<file path="config.mk">
export PLATFORM = sky130hd
export DESIGN_NAME = irq_route_engine
export DESIGN_NICKNAME = d
export VERILOG_FILES = /design/src/rtl/irq_route_engine.sv
export SDC_FILE = /design/constraint.sdc
export NUM_CORES = 1
export LEC_CHECK = 0
export CAP_MARGIN = 10
export CORE_AREA = 5 5 312 314
export DETAILED_ROUTE_END_ITERATION = 10
export DIE_AREA = 0 0 317 319
export PLACE_DENSITY = 0.39
export SETUP_SLACK_MARGIN = 0.02
export SLEW_MARGIN = 30
export SYNTH_ARGS = -nofsm -noshare
export SYNTH_HDL_FRONTEND = slang
export SYNTH_SLANG_ARGS = --single-unit
export TNS_END_PERCENT = 10
</file>
<file path="constraint.sdc">
create_clock -name clk -period 4.19 [get_ports clk]
set_input_delay 1.0475 -clock clk [delete_from_list [all_inputs] [get_ports clk]]
set_output_delay 1.0475 -clock clk [all_outputs]
set_load 0.01 [all_outputs]
</file>
<file path="src/rtl/irq_route_engine.sv">
module irq_route_engine #(
  parameter int NPIN   = 24,
  parameter int LINE_W = 8
) (
  input  logic                 clk,
  input  logic                 rst_n,
  input  logic                 in_valid,
  input  logic [LINE_W-1:0]    in_line,
  input  logic                 in_level,
  input  logic [NPIN-1:0]      cfg_mask,
  input  logic [NPIN-1:0]      cfg_level,
  input  logic [NPIN-1:0]      cfg_logical,
  input  logic [NPIN*8-1:0]    cfg_vec,
  input  logic [NPIN*3-1:0]    cfg_dlv,
  input  logic [NPIN*16-1:0]   cfg_dest,
  input  logic                 eoi_valid,
  output logic                 eoi_ready,
  input  logic [7:0]           eoi_vec,
  output logic                 ext_req,
  input  logic                 ext_ack,
  input  logic [7:0]           ext_vec,
  output logic                 msg_valid,
  input  logic                 msg_ready,
  output logic [31:0]          msg_addr,
  output logic [31:0]          msg_data
);
  localparam int        PW       = (NPIN > 1) ? $clog2(NPIN) : 1;
  localparam logic [2:0] DLV_EXT = 3'b111;
  localparam logic [31:0] BASE   = 32'hFEE0_0000;

  logic [NPIN-1:0] pend, ack;
  logic            fetching;
  logic            eoi_q_valid;
  logic [7:0]      eoi_q_vec;

  logic [LINE_W-1:0] pin_l;
  logic              hit;
  logic [NPIN-1:0]   in_hot;
  assign pin_l  = (in_line == '0) ? LINE_W'(2) : in_line;
  assign hit    = in_valid && (int'(pin_l) < NPIN);
  assign in_hot = hit ? (NPIN'(1) << pin_l) : '0;

  logic [NPIN-1:0] lvl_set, lvl_clr, edg_set;
  assign lvl_set = in_hot & cfg_level & {NPIN{in_level}};
  assign lvl_clr = in_hot & cfg_level & {NPIN{~in_level}};
  assign edg_set = in_hot & ~cfg_level & ~cfg_mask & {NPIN{in_level}};

  logic [NPIN-1:0] elig;
  assign elig = pend & ~cfg_mask & ~(cfg_level & ack);

  logic          sel_any;
  logic [PW-1:0] sel_idx;
  always_comb begin
    sel_any = 1'b0;
    sel_idx = '0;
    for (int i = NPIN - 1; i >= 0; i--) begin
      if (elig[i]) begin
        sel_any = 1'b1;
        sel_idx = PW'(i);
      end
    end
  end

  logic busy, take;
  assign busy = msg_valid | fetching;
  assign take = !busy && sel_any;

  logic [NPIN-1:0] take_hot;
  assign take_hot = take ? (NPIN'(1) << sel_idx) : '0;

  logic [7:0]  sel_vec;
  logic [2:0]  sel_dlv;
  logic [15:0] sel_dest;
  logic        sel_lvl, sel_log;
  assign sel_vec  = cfg_vec[sel_idx*8 +: 8];
  assign sel_dlv  = cfg_dlv[sel_idx*3 +: 3];
  assign sel_dest = cfg_dest[sel_idx*16 +: 16];
  assign sel_lvl  = cfg_level[sel_idx];
  assign sel_log  = cfg_logical[sel_idx];

  logic [31:0] addr_new, data_new;
  assign addr_new = BASE | (32'(sel_dest) << 4) | (32'(sel_log) << 2);
  assign data_new = {16'd0, sel_lvl, 4'd0, sel_dlv, sel_vec};

  logic            eoi_do;
  logic [7:0]      eoi_use;
  logic [NPIN-1:0] eoi_clr;
  assign eoi_ready = !eoi_q_valid;
  assign eoi_use   = eoi_q_valid ? eoi_q_vec : eoi_vec;
  assign eoi_do    = !busy && (eoi_q_valid || eoi_valid);

  always_comb begin
    for (int i = 0; i < NPIN; i++)
      eoi_clr[i] = eoi_do && ack[i] && (cfg_vec[i*8 +: 8] == eoi_use);
  end

  assign ext_req = fetching;

  always_ff @(posedge clk or negedge rst_n) begin
    if (!rst_n) begin
      pend        <= '0;
      ack         <= '0;
      fetching    <= 1'b0;
      msg_valid   <= 1'b0;
      msg_addr    <= '0;
      msg_data    <= '0;
      eoi_q_valid <= 1'b0;
      eoi_q_vec   <= '0;
    end else begin
      pend <= ((pend & ~(take_hot & ~cfg_level)) & ~lvl_clr) | lvl_set | edg_set;
      ack  <= (ack & ~eoi_clr) | (take_hot & cfg_level);

      if (eoi_q_valid) begin
        if (!busy) eoi_q_valid <= 1'b0;
      end else if (eoi_valid && busy) begin
        eoi_q_valid <= 1'b1;
        eoi_q_vec   <= eoi_vec;
      end

      if (msg_valid && msg_ready) msg_valid <= 1'b0;

      if (fetching && ext_ack) begin
        fetching      <= 1'b0;
        msg_valid     <= 1'b1;
        msg_data[7:0] <= ext_vec;
      end

      if (take) begin
        msg_addr <= addr_new;
        msg_data <= data_new;
        if (sel_dlv == DLV_EXT) fetching  <= 1'b1;
        else                    msg_valid <= 1'b1;
      end
    end
  end
endmodule

</file>
# Word level (Yosys, flattened, before mapping)
# Cells that the tools add are included.
[word_totals]
in_bits = 751
ff_bits = 103
out_inout_bits = 67
word_cells = 197
[op_classes]
n_mul = 1
shift = 5
reduce_logical = 60
n_eq_ne = 25
mux = 68
bitwise = 27
magnitude_cmp = 2
[op_table]
columns = ["operator", "n"]
rows = [
  ["$shiftx 384x10->16", 1],
  ["$and 24x24->24", 14],
  ["$eq 8x8->1", 24],
  ["$shiftx 192x9->8", 1],
  ["$not 24->24", 6],
  ["$mux 5", 24],
  ["$or 24x24->24", 3],
  ["$shiftx 72x8->3", 1],
  ["$logic_and 1x1->1", 54],
  ["$mux 24", 2],
  ["$mux 1", 36],
  ["$mux 8", 4],
  ["$or 32x3->32", 1],
  ["$shl 1x5->24 const A", 1],
  ["$shl 1x8->24 const A", 1],
  ["$bmux 1 s5", 2],
  ["$logic_not 8->1", 1],
  ["$lt 8x5->1 const B", 1],
  ["$mul 5x2->7 const B", 1],
  ["$lt 5x6->1 const B", 1],
  ["$eq 3x3->1 const B", 1],
  ["$logic_not 1->1", 2],
  ["$not 1->1", 2],
  ["$reduce_and 2->1", 1],
  ["3 further kinds", 3],
]

# Depth between registers and ports, before layout
[depth]
ltp_word = 35
mapped_depth = 14

# Least setup slack after synthesis
# No wires, ideal clock.
[synth_path]
kind = "in2reg"
startpoint = "input cfg_level[23]"
endpoint = "register msg_data[10]"
setup_time_ns = 0.125
n_path_buf = 0
t_arrival_ns = 3.467
path_slack_ns = 0.598
stages = 10
cell_sequence = "and2_4 > a2bb2oi_1 > a2111o_1 > a311oi_2 > nor2_1 > a31o_2 > a221o_1 > a211o_1 > or2_1 > mux2_2"
[synth_via]
elab_chain_cells = 29
elab_cells_between_ends = 54
[synth_rtl]
columns = ["item", "line", "text"]
rows = [
  ["start, declared", "11", "input logic [NPIN-1:0] cfg_level,"],
  ["$and 24x24->24 *", "49", "assign elig = pend & ~cfg_mask & ~(cfg_level & ack);"],
  ["$not 24->24 *", "49", ""],
  ["$and 24x24->24 *", "49", ""],
  ["$mux 5 (24 in series)", "57", "if (elig[i]) begin"],
  ["$mul 5x2->7", "76", "assign sel_dlv = cfg_dlv[sel_idx*3 +: 3];"],
  ["$shiftx 72x8->3", "76", ""],
  ["end signal, assigned", "130", "msg_data <= data_new;"],
  ["end, declared", "25", "output logic [31:0] msg_data"],
]
# Mark *: on every way between the ends. The rest lies on a longest branch, timed or not.
# A chain may end at the register's enable or synchronous reset.

# Worst setup path after layout
[layout_path]
startpoint = "input cfg_level[18]"
endpoint = "register msg_addr[19]"
[layout_via]
elab_chain_cells = 24
elab_cells_between_ends = 44
[layout_rtl]
columns = ["item", "line", "text"]
rows = [
  ["$and 24x24->24 *", "49", ""],
  ["$not 24->24 *", "49", ""],
  ["$and 24x24->24 *", "49", ""],
  ["$mux 5 (19 in series)", "57", ""],
  ["$shiftx 384x10->16", "77", "assign sel_dest = cfg_dest[sel_idx*16 +: 16];"],
  ["$or 32x3->32", "82", "assign addr_new = BASE | (32'(sel_dest) << 4) | (32'(sel_log) << 2);"],
  ["end signal, assigned", "129", "msg_addr <= addr_new;"],
  ["end, declared", "24", "output logic [31:0] msg_addr,"],
]
# Marks and branches as above.

==> metrics.cfg <==
[clocking]
path_clk_slew_ns = 0.09
cts_made_buffers = 9
htree_levels = 3
hold_buffers = 0
cts_tree = built
clock_latency_ns = 0.40
clock-sinks = 89
cts_root_buf = clkbuf_16
cts_max_path_buffers = 2

[setup_path]
r2r_start = pend[22]
startpoint = cfg_level[18]
path_class = input port to flop
cp.required_ns = 4.52
crit_path_end_kind = flop
start_kind = input port
crit_fanout = 19
cp.arrival_ns = 4.47

[sta]
slew_viol_final = 0
setup_violations = 0
max_slew_margin = 0.474
finalCritPeriodShare = 0.988
rsz0062_at_grt = yes
fin_tns_setup_ns = 0
layout_min_cycle_time_ns = 4.14
worst_pin_slew_ns = 0.789
hold_violations = 0
fmax_ghz = 0.242
finClkSkew_ns = 0.0127

[floorplan]
core_area_um2 = 94300
std_cell_rows = 113
start_util = 0.138
die_area_um2 = 101000
die_w_um = 317
die_y_um = 319
io_pins = 818

[detailed_routing]
drt-total-wl_um = 118000
drtIter0Drc = 1276
antenna_left = 0
avgViaCountPerCell = 4.69
dr.pass1.iters = 5
vias = 18600
route.detailed.drc = 0
wl_per_cell_um = 29.9

[power]
power_mw = 5.90
ir_worst_vdd_uv = 168
leakage_nw = 9.15
power.density_nw_per_um2 = 235

[run]
max_cap_viol_count = 0

[global_route]
antenna_found_initial = 35
gr-total-overflow = 0
grt_pass1_vias = 19800
grt_usage = 0.221
grt_pass1_wl_um = 158000
grt_max_degree = 49

[placement]
detailed_place_hpwl_um = 102000
place_congestion = 0.935
place_area_um2 = 24500
io_buffers = 792
placed_cells = 3919

[yosys]
synthCells = 1728
syn_area_um2 = 13000
ys_ff_latch = 89
yosys_warnings = 0
synth_edf_count = 0
yosysSeqAreaShare = 0.171
synth_area_per_cell_um2 = 7.52
async_reset_ff_frac = 1.00
ys.flop_type = dfrtp_1
synth.distinct_cells = 71

[final_layout]
layout_commonest_cell = clkdlybuf4s50_1
syn_to_final_growth_pct = 93.7
final_util = 0.267
nNetsFinal = 3421
stdcell_area_um2 = 25200
mostFrequentLayoutCells = 790 x clkdlybuf4s50_1, 309 x nand2_1, 250 x buf_4, 168 x xnor2_1, 122 x nand3_1
drive_gt1_frac = 0.150
fillers = 10300
layout.cells.non_filler = 3957

[worst_hold_path]
hp-class = flop to flop
hp-start = pend[16]

[outcome]
outcome = finished clean

-- critical path, stage by stage --
cell             delay (ns)
clkdlybuf4s50_1        0.52
nand2_1                0.11
buf_4                  0.14
a32oi_1                0.27
o31ai_2                0.14
buf_4                  0.17
a21oi_2                0.26
o21a_1                 0.25
a21oi_4                0.09
buf_12                 0.17
buf_4                  0.14
o221ai_1               0.31
a31oi_2                0.12
buf_4                  0.17
nor3_1                 0.37
a221o_1                0.17
-- power breakdown --
part           switching [mW]  total (mW)  internal [mW]
logic                    1.75        3.69           1.94
clock network           0.507       0.928          0.421
registers               0.235        1.29           1.05
total                    2.49        5.90           3.41
-- routing by layer --
metal,global-route usage,vias up,share of wire
met5,0,-,0.00062
met4,0.0508,10,0.026
met3,0.0409,128,0.069
met2,0.421,871,0.53
met1,0.254,9185,0.38
li1,-,8372,-
-- Yosys cell counts (20+ instances only) --
library cell	instances	area [µm²]
nand3_1	123	616
dfrtp_1	89	2230
xor2_1	24	210
nor2b_1	22	138
xnor2_1	168	1470
a32o_1	20	200
a31oi_1	59	369
clkbuf_1	77	289
nand4_1	26	163
nor3_1	69	345
inv_1	33	124
o221ai_1	96	841
a21oi_1	41	205
o311ai_0	21	184
buf_2	48	240
nor4_1	31	194
mux2i_1	134	1340
buf_4	39	293
o21ai_0	39	195
nor2_1	29	109
a221o_1	20	200
nand2_1	309	1160
-- what timing repair did --
| item | CTS | global route |
|---|---|---|
| gates resized for setup | 27 | 26 |
| buffers inserted | 0 | 4 |
| pin swaps | 0 | 3 |
| cloned | 1 | 0 |
| setup endpoints to repair | 17 | 27 |
-- logic make-up after synthesis --
| kind of cell | share of synthesized area |
|---|---|
| muxes | 0.141 |
| buffers and inverters | 0.0762 |
| other | 0.000289 |
| DFF | 0.171 |
| AOI/OAI and AO/OA | 0.245 |
| xor gates and xnor gates | 0.129 |
| and+or+nand+nor | 0.237 |
-- final cells by class --
| class | instances | area (µm²) | share of cell area |
|---|---|---|---|
| repair buffers | 1081 | 10600 | 0.421 |
| well taps | 1265 | 1580 | 0.0629 |
| flip-flops and latches | 89 | 2230 | 0.0885 |
| clock buffers | 9 | 225 | 0.00895 |
| inverters | 33 | 124 | 0.00492 |
| multi-input cells | 1456 | 10300 | 0.410 |
| diodes | 17 | 42.5 | 0.00169 |
| clock inverters | 7 | 68.8 | 0.00273 |
-- stage by stage --
stage / hold WS (ns) / setup slack, ns
6_report: 0.494 / 0.0494
5_1_grt: 0.521 / -0.0608
4_1_cts: 0.500 / -0.00564
3_5_place_dp: 0.480 / -0.912
3_3_place_gp: 0.469 / -0.939
2_1_floorplan: 0.458 / 0.598
-- path summary, 6_finish.rpt --
| path | slack [ns] | cells past startpoint | endpoint |
|---|---|---|---|
| setup / recovery | 0.05 | 16 | msg_addr[19] |
| hold / removal | 0.49 | 1 | pend[16] |
| setup reg to reg | 0.71 | 15 | msg_addr[18] |
| hold reg to reg | 0.49 | 1 | pend[16] |
| max in group asynchronous | 2.58 | 2 | eoi_q_valid |
| min in group asynchronous | 0.73 | 1 | pend[19] |
-- sequential cells by signal, summed over array words and instances, names as in the netlist --
signal,flops
ack,24
pend,24
msg_addr,18
msg_data,12
eoi_q_vec,8
eoi_q_valid,1
ext_req,1
msg_valid,1
(Power assumes the default switching activity.)
